[src/rtl/pfb_pkg.sv]
package pfb_pkg;

  typedef enum logic [2:0] {
    ST_IDLE,
    ST_WSET,
    ST_WLOW,
    ST_WREL,
    ST_RTURN,
    ST_RLOW,
    ST_FIN
  } seq_state_t;

  typedef enum logic [1:0] {
    OP_WRITE = 2'b00,
    OP_READ  = 2'b01,
    OP_BURST = 2'b10,
    OP_BURSTX = 2'b11
  } seq_op_t;

endpackage

[src/rtl/pfb_wait_timer.sv]
module pfb_wait_timer #(
  parameter int W = 8
) (
  input  logic         clk,
  input  logic         rst_n,
  input  logic         load,
  input  logic [W-1:0] len,
  output logic         last
);
  localparam logic [W-1:0] ONE = W'(1);

  // A zero setting is stretched to one cycle.
  function automatic logic [W-1:0] eff_wait(input logic [W-1:0] w);
    return (w == '0) ? ONE : w;
  endfunction

  logic [W-1:0] cnt;

  always_ff @(posedge clk) begin
    if (!rst_n)          cnt <= ONE;
    else if (load)       cnt <= eff_wait(len);
    else if (cnt > ONE)  cnt <= cnt - ONE;
  end

  assign last = (cnt == ONE);

  a_r12_count_nonzero: assert property (@(posedge clk) disable iff (!rst_n)
    cnt != '0);
  a_r12_count_falls: assert property (@(posedge clk) disable iff (!rst_n)
    (!load && cnt > ONE) |=> cnt == $past(cnt) - ONE);
endmodule

[src/rtl/pfb_addr_gen.sv]
module pfb_addr_gen #(
  parameter int W = 21
) (
  input  logic         clk,
  input  logic         rst_n,
  input  logic         load,
  input  logic [W-1:0] load_val,
  input  logic         step,
  output logic [W-1:0] addr
);
  // Next burst address, wrapping at the top of the address space.
  function automatic logic [W-1:0] addr_step(input logic [W-1:0] a);
    return a + W'(1);
  endfunction

  always_ff @(posedge clk) begin
    if (!rst_n)     addr <= '0;
    else if (load)  addr <= load_val;
    else if (step)  addr <= addr_step(addr);
  end

  a_r7_step_plus_one: assert property (@(posedge clk) disable iff (!rst_n)
    (step && !load) |=> (addr - $past(addr)) == W'(1));
  a_r8_addr_hold: assert property (@(posedge clk) disable iff (!rst_n)
    (!step && !load) |=> $stable(addr));
endmodule

[src/rtl/pfb_read_capture.sv]
module pfb_read_capture #(
  parameter int W = 32
) (
  input  logic         clk,
  input  logic         rst_n,
  input  logic         capture,
  input  logic [W-1:0] din,
  output logic         valid,
  output logic [W-1:0] data
);
  always_ff @(posedge clk) begin
    if (!rst_n) begin
      valid <= 1'b0;
      data  <= '0;
    end else begin
      valid <= capture;
      if (capture) data <= din;
    end
  end

  a_r6_strobe_follows: assert property (@(posedge clk) disable iff (!rst_n)
    capture |=> valid && data == $past(din));
endmodule

[src/rtl/flash_bus_seq.sv]
module flash_bus_seq
  import pfb_pkg::*;
#(
  parameter int ADDR_W = 21,
  parameter int DATA_W = 32,
  parameter int CNT_W  = 16,
  parameter int WAIT_W = 8
) (
  input  logic              clk,
  input  logic              rst_n,
  input  logic              req_valid,
  output logic              req_ready,
  input  logic [1:0]        req_op,
  input  logic [ADDR_W-1:0] req_addr,
  input  logic [DATA_W-1:0] req_wdata,
  input  logic [CNT_W-1:0]  req_count,
  input  logic [WAIT_W-1:0] cfg_we_wait,
  input  logic [WAIT_W-1:0] cfg_rd_wait,
  output logic              done,
  output logic              rd_valid,
  output logic [DATA_W-1:0] rd_data,
  output logic [ADDR_W-1:0] bus_addr_o,
  output logic [ADDR_W-1:0] bus_addr_oe,
  output logic [ADDR_W-1:0] bus_addr_pu,
  output logic [DATA_W-1:0] bus_data_o,
  output logic [DATA_W-1:0] bus_data_oe,
  output logic [DATA_W-1:0] bus_data_pu,
  input  logic [DATA_W-1:0] bus_data_i,
  output logic              cs_n,
  output logic              oe_n,
  output logic              we_n,
  output logic [2:0]        ctl_oe
);
  localparam logic [CNT_W-1:0] CNT_ONE = CNT_W'(1);

  seq_state_t        state, state_nx;
  logic [CNT_W-1:0]  remain;
  logic [ADDR_W-1:0] cmd_addr;
  logic [DATA_W-1:0] wdata_q;

  // Named internal events.
  logic accept, is_write, is_burst, is_zero;
  logic word_end, last_word, drive_data;
  logic t_load, t_last;
  logic [WAIT_W-1:0] t_len;
  logic a_load, a_step;
  logic [ADDR_W-1:0] a_val;

  assign req_ready = (state == ST_IDLE);
  assign accept    = req_valid && req_ready;
  assign is_write  = (seq_op_t'(req_op) == OP_WRITE);
  assign is_burst  = req_op[1];
  assign is_zero   = is_burst && (req_count == '0);

  assign word_end  = (state == ST_RLOW) && t_last;
  assign last_word = (remain == CNT_ONE);

  assign t_load = (state == ST_WSET) || (state == ST_RTURN) || (word_end && !last_word);
  assign t_len  = (state == ST_WSET) ? cfg_we_wait : cfg_rd_wait;

  assign a_load = (accept && is_write) || (state == ST_RTURN);
  assign a_val  = (state == ST_RTURN) ? cmd_addr : req_addr;
  assign a_step = word_end && !last_word;

  always_comb begin
    state_nx = state;
    unique case (state)
      ST_IDLE:  if (accept) state_nx = is_write ? ST_WSET : (is_zero ? ST_FIN : ST_RTURN);
      ST_WSET:  state_nx = ST_WLOW;
      ST_WLOW:  if (t_last) state_nx = ST_WREL;
      ST_WREL:  state_nx = ST_FIN;
      ST_RTURN: state_nx = ST_RLOW;
      ST_RLOW:  if (word_end && last_word) state_nx = ST_FIN;
      ST_FIN:   state_nx = ST_IDLE;
      default:  state_nx = ST_IDLE;
    endcase
  end

  always_ff @(posedge clk) begin
    if (!rst_n) begin
      state    <= ST_IDLE;
      remain   <= '0;
      cmd_addr <= '0;
      wdata_q  <= '0;
    end else begin
      state <= state_nx;
      if (accept) begin
        cmd_addr <= req_addr;
        remain   <= is_burst ? req_count : CNT_ONE;
        if (is_write) wdata_q <= req_wdata;
      end else if (word_end) begin
        remain <= remain - CNT_ONE;
      end
    end
  end

  pfb_wait_timer #(.W(WAIT_W)) u_timer (
    .clk(clk), .rst_n(rst_n), .load(t_load), .len(t_len), .last(t_last)
  );

  pfb_addr_gen #(.W(ADDR_W)) u_addr (
    .clk(clk), .rst_n(rst_n), .load(a_load), .load_val(a_val),
    .step(a_step), .addr(bus_addr_o)
  );

  pfb_read_capture #(.W(DATA_W)) u_cap (
    .clk(clk), .rst_n(rst_n), .capture(word_end), .din(bus_data_i),
    .valid(rd_valid), .data(rd_data)
  );

  assign drive_data  = (state == ST_WSET) || (state == ST_WLOW) || (state == ST_WREL);
  assign bus_data_oe = {DATA_W{drive_data}};
  assign bus_data_pu = ~bus_data_oe;
  assign bus_data_o  = wdata_q;
  assign bus_addr_oe = '1;
  assign bus_addr_pu = '0;
  assign cs_n        = 1'b0;
  assign oe_n        = (state != ST_RLOW);
  assign we_n        = (state != ST_WLOW);
  assign ctl_oe      = 3'b111;
  assign done        = (state == ST_FIN);

  a_r4_we_needs_drive: assert property (@(posedge clk) disable iff (!rst_n)
    !we_n |-> (&bus_data_oe));
  a_r5_oe_needs_release: assert property (@(posedge clk) disable iff (!rst_n)
    !oe_n |-> (bus_data_oe == '0) && (&bus_data_pu));
  a_r2_idle_rest: assert property (@(posedge clk) disable iff (!rst_n)
    req_ready |-> oe_n && we_n && (bus_data_oe == '0));
  a_r10_done_pulse: assert property (@(posedge clk) disable iff (!rst_n)
    done |=> !done && req_ready);
  a_r11_turnaround: assert property (@(posedge clk) disable iff (!rst_n)
    $rose(bus_data_oe[0]) |-> $past(oe_n));
  a_r8_zero_burst: assert property (@(posedge clk) disable iff (!rst_n)
    (accept && is_zero) |=> done && oe_n && !rd_valid);
  a_r7_oe_held: assert property (@(posedge clk) disable iff (!rst_n)
    (word_end && !last_word) |=> !oe_n);
endmodule

[config.mk]
export PLATFORM = sky130hd
export DESIGN_NAME = flash_bus_seq
export DESIGN_NICKNAME = d
export VERILOG_FILES = /design/src/rtl/pfb_pkg.sv /design/src/rtl/pfb_wait_timer.sv /design/src/rtl/pfb_addr_gen.sv /design/src/rtl/pfb_read_capture.sv /design/src/rtl/flash_bus_seq.sv
export SDC_FILE = /design/constraint.sdc
export NUM_CORES = 1
export LEC_CHECK = 0
export BUFFER_PORTS_ARGS = -buffer_cell sky130_fd_sc_hd__buf_2
export CORE_AREA = 2 2 125 127
export CTS_CLUSTER_SIZE = 25
export DETAILED_ROUTE_END_ITERATION = 8
export DIE_AREA = 0 0 127 129
export HOLD_SLACK_MARGIN = 0.15
export PLACE_DENSITY = 0.82
export SLEW_MARGIN = 20
export SYNTH_ARGS = -nofsm -noshare
export SYNTH_HDL_FRONTEND = slang
export SYNTH_HIERARCHICAL = 1
export SYNTH_SLANG_ARGS = --single-unit
[constraint.sdc]
create_clock -name clk -period 6.68 [get_ports clk]
set_clock_uncertainty 0.2 [all_clocks]
set_input_delay 1.336 -clock clk [delete_from_list [all_inputs] [get_ports clk]]
set_output_delay 1.336 -clock clk [all_outputs]
set_load 0.05 [all_outputs]
Yosys cells after proc, flatten, opt, wreduce, memory -nomap -nowiden
Index checks and enable logic that the tools add are counted.

Register bits: 134. Input port bits: 122. Logic and storage cells: 63.

$add $sub $neg: 3. $lt $le $gt $ge: 1. Eq/ne operators: 13. Mux-type cells: 16. Bitwise gates (word level): 1. Reductions and logical operators: 21.

Operators with widths (number): 21-bit two-way mux (3); 16-bit two-way mux (3); 8-bit two-way mux (4); 32-bit NOT (1); 21-bit by 1-bit adder with 21-bit output (second input constant) (1); 3-bit case mux with 6 select lines (1); 16-bit by 1-bit == test with 1-bit output (second input constant) (1); 16-bit logical NOT (1); 16-bit by 1-bit subtractor with 16-bit output (second input constant) (1); 3-bit two-way mux (4); 3-bit == test (second input constant) (3); 8-bit by 1-bit == test with 1-bit output (second input constant) (1); 8-bit by 1-bit greater-than comparator with 1-bit output (second input constant) (1); 8-bit logical NOT (1); 8-bit by 1-bit subtractor with 8-bit output (second input constant) (1); 3-bit by 2-bit == test with 1-bit output (second input constant) (2); 1-bit logical AND (6); 2-bit nonzero test (3); 1-bit logical OR (5); 2-bit by 1-bit inequality test with 1-bit output (second input constant) (2); 3-bit by 1-bit == test with 1-bit output (second input constant) (1); 3-bit logical NOT (1); 3-bit by 2-bit inequality test with 1-bit output (second input constant) (1); 3-bit inequality test (second input constant) (1); other kinds (6) (6).

Depth between registers and ports, before layout
Depth in word-level cells: 6. Mapped depth: 12. Depth with buffers taken out: 10.

Cells and area by module
The synthesis kept the hierarchy.

Modules (own cells, without submodules): flash_bus_seq (times used 1, cells each 544, area an instance 4265.3 um^2, seq. area each 1441.4 um^2); pfb_read_capture (times used 1, cells each 105, area an instance 1270.0 um^2, seq. area each 660.6 um^2); pfb_addr_gen (times used 1, cells each 146, area an instance 1222.4 um^2, seq. area each 420.4 um^2); pfb_wait_timer (times used 1, cells each 61, area an instance 521.8 um^2, seq. area each 160.2 um^2).

Least setup slack after synthesis
Ideal clock, no wire load.

Kind: reg-to-output. From: register state[2]. To: output bus_data_pu[10]. Arrival time: 3.300 ns. Setup slack: 1.844 ns. Stages on the path, launching flop included: 6. Buffers on the path: 3. Cells stage by stage: dfxtp_1 clkbuf_1 clkbuf_1 a21oi_1 inv_1 buf_4.

Word-level cells in the longest chain between the ends: 4. Elaborated cells between the ends (all ways): 6. Those cells by class: 3 x eq/ne; 1 x bitwise; 2 x reduce/logical.

Ends and longest elaborated chain: from (decl) (RTL line flash_bus_seq.sv:36) `seq_state_t state, state_nx;`; from (signal assigned) (RTL line flash_bus_seq.sv:86) `state <= state_nx;`; 3-bit by 1-bit == test with 1-bit output or 3-bit by 2-bit == test with 1-bit output (tied branches) (RTL line flash_bus_seq.sv:111) `assign drive_data = (state == ST_WSET) || (state == ST_WLOW) || (state == ST_WREL);`; 1-bit logical OR (RTL line flash_bus_seq.sv:111); 1-bit logical OR (*) (RTL line flash_bus_seq.sv:111); named net drive_data (RTL line flash_bus_seq.sv:43) `logic word_end, last_word, drive_data;`; 32-bit NOT (*) (RTL line flash_bus_seq.sv:113) `assign bus_data_pu = ~bus_data_oe;`; to (decl) (RTL line flash_bus_seq.sv:27) `output logic [DATA_W-1:0] bus_data_pu,`.

The timed path passes the listed nets; every way through them passes the cells marked *.

Worst setup path in the final report
From: register state[1]. To: output bus_data_pu[25].

Word-level cells in the longest chain between the ends: 4. Elaborated cells between the ends (all ways): 6. Those cells by class: 3 x eq/ne; 1 x bitwise; 2 x reduce/logical.

Ends and longest elaborated chain (RTL line): 3-bit by 1-bit == test with 1-bit output or 3-bit by 2-bit == test with 1-bit output (tied branches) (flash_bus_seq.sv:111); 1-bit logical OR (flash_bus_seq.sv:111); 1-bit logical OR (*) (flash_bus_seq.sv:111); 32-bit NOT (*) (flash_bus_seq.sv:113).

Every way passes the cells marked *; elsewhere a longest branch is shown, timed or not.

==> impl_metrics.csv <==
group,metric,value,unit
synth,synth_cells,856,
worst_hold_path,min_from,"bus_data_o[21]",
synth,syn_area,7280,µm²
worst_setup_path,critPathMaxFanout,33,
clock_tree,cts_resized,0,
die,dieArea,16400,µm²
synth,synthTopCellsByCount,"138 x nand2_1, 134 x dfxtp_1, 111 x buf_4, 75 x a21oi_1",
die,die_w,127,µm
grt,grt_antenna_before_repair,1,
synth,synth.most_common_cell,"nand2_1",
clock_tree,cts.sinks,134,
synth,ys.flop_type,"dfxtp_1",
worst_setup_path,r2r_cells,8,
sta,drv_slew,0,
layout,final_core_util,0.577,
worst_setup_path,crit_type,"reg -> out",
worst_setup_path,r2r_slack,2620,ps
clock_tree,cts_tree,"built",
worst_setup_path,end_kind,"primary output",
clock_tree,clockBufferDepth,2,
die,ios,322,
route,vias_per_cell,5.17,
layout,finalNonFillerCells,1245,
die,die_y,129,µm
clock_tree,htree_levels,4,
power_and_ir_drop,p_total,4.54,mW
route,wirelength,18500,µm
grt,grt_start_max_net_pins,70,
worst_setup_path,endpoint,"bus_data_pu[25]",
sta,period_share,0.678,
die,core_area,15000,µm²
grt,gr-total-overflow,0,
sta,setup_viol,0,
synth,synth_top_area_cell,"dfxtp_1",
clock_tree,hold_buffers,0,
layout,syn2layout_area_growth,18.7,%
worst_hold_path,hold_path.class,"reg -> reg",
clock_tree,root_buffer,"clkbuf_16",
grt,grt_usage,0.212,
sta,hold_viol,0,
worst_setup_path,worstPathRequired,5140,ps
synth,synth_edf_count,0,
placed_design,dp.cells,1212,
power_and_ir_drop,power_density,525,nW/µm²
sta,fmax,221,MHz
placed_design,gp_congestion,0.889,
synth,synth_warnings,6,
route,ant_nets,0,
layout,final_nets,1170,
placed_design,portBuffers,275,
worst_setup_path,critPathArrivalTime,2990,ps
run,max-cap-violations,0,
status,status,"completed",
worst_setup_path,startpoint_type,"flip-flop",
route,vias,6441,
placed_design,placed_area,8040,µm²
synth,ys_types,71,
route,wire_per_inst,14.9,µm
clock_tree,cts.clk_slew.worst_paths,60,ps
sta,tightest_slew,1050,ps
die,rows,45,
clock_tree,post_cts_buffers,0,
synth,ys_seq_area_frac,0.369,
power_and_ir_drop,ir_drop,0.000687,V
synth,synth.top_cell.area_share,0.369,
route,firstDrtPassIters,5,
sta,grt_setup_unrepaired,"false",
clock_tree,clk_latency,420,ps
placed_design,dp_hpwl,13500,µm
power_and_ir_drop,p_leak,3.78,nW
synth,ys_ff_latch,134,
layout,stdcell_area,8640,µm²
sta,period_needed,4530,ps
route,drc,0,
synth,ys_async_sr_fraction,0,
layout,drive_gt1_frac,0.351,
worst_setup_path,reg2reg_to,"u_addr/addr[18]",
sta,tns,0,ps
worst_setup_path,crit_path_start,"state[1]",
synth,syn_avg_cell_area,8.50,µm²
synth,yosys-top-cells-area,"dfxtp_1 37%, buf_4 11%, nand2_1 7.1%",
worst_setup_path,r2r_start,"u_timer/cnt[4]",
grt,grt_pass1_wl,27700,µm
grt,first_global_vias,5652,
clock_tree,numCtsBuffers,17,
die,initial_core_util,0.486,
route,drtIter0Drc,339,
sta,slew_headroom,0.299,
worst max-delay path, cell delays in order, from the launching register on:
cell and delay [ps]:
dfxtp_1 580, inv_1 180, a21oi_2 840, inv_1 600, buf_2 370
sequential cells by signal, summed over array words and instances (netlist names):
signal       flops
bus_data_o      32
u_cap/data      32
cmd_addr        21
u_addr/addr     21
remain          16
u_timer/cnt      8
state            3
u_cap/valid      1
placed cells by master, fill, tap and decap left out, types with 3 or more instances in the layout:
cell        count
or2_2           4
or4_1          14
and3_1          6
nand4_1        11
buf_2         275
o211ai_1        6
inv_6           5
clkinvlp_4      3
a211oi_1        4
clkbuf_16      17
dfxtp_1       134
o21ai_1         3
buf_4           6
and2_1          5
mux2_2         32
o31ai_1        10
o21ai_0        23
nor2_1         17
inv_1          13
and4_1          3
nand2b_1        6
mux2i_1        35
nor3_1         11
nand2_1       138
or3_1           8
xor2_1         10
conb_1         46
nand3_1        15
xnor2_1        13
a21oi_1        74
nor2b_1        32
nor4_1          8
clkinv_4        3
ha_1            5
a31oi_1         8
how the worst min path moves through the flow:
stage / to / depth (start not counted)
6_report: bus_data_o[21] / 2
5_1_grt: cmd_addr[4] / 2
4_1_cts: bus_data_o[22] / 2
3_5_place_dp: bus_data_o[22] / 2
3_3_place_gp: cmd_addr[2] / 2
2_1_floorplan: cmd_addr[0] / 2
logic make-up after synthesis:
group / synth area share
AOI/OAI and AO/OA: 0.120
xor gates and xnor gates: 0.0277
adders and majority gates: 0.00859
buffers and inverters: 0.157
DFF: 0.369
muxes: 0.0976
other: 0.00103
and+or+nand+nor: 0.220
power breakdown:
| part | leakage, nW | internal (mW) | total [mW] | switching (mW) |
|---|---|---|---|---|
| Combinational | 2.40 | 0.577 | 2.51 | 1.93 |
| Clock | 0.286 | 0.569 | 0.949 | 0.379 |
| Sequential | 1.09 | 0.931 | 1.08 | 0.148 |
| Total | 3.78 | 2.08 | 4.54 | 2.46 |
metrics by stage:
step	hold slack, ps	setup WS [ps]
4_1_cts	252	2120
3_5_place_dp	243	2340
2_1_floorplan	233	1840
3_3_place_gp	238	2430
5_1_grt	269	1830
6_report	250	2150
metal layers:
metal	GRT usage	vias to the layer above	wire length, µm
met5	0	-	0
met4	0.0685	0	261
met3	0.0565	22	1260
met2	0.361	247	9160
met1	0.263	2985	7850
li1	-	3187	-
area by class of cell:
| type | instances | area (µm²) |
|---|---|---|
| fill | 1351 | 6330 |
| antenna | 1 | 2.50 |
| multi-input combinational | 593 | 3640 |
| clock buffer | 18 | 439 |
| clock inverter | 14 | 164 |
| inverter | 16 | 60.1 |
| timing repair buffer | 281 | 1420 |
| tap | 188 | 235 |
| sequential | 134 | 2680 |
Power figures use the tool's default switching activity.
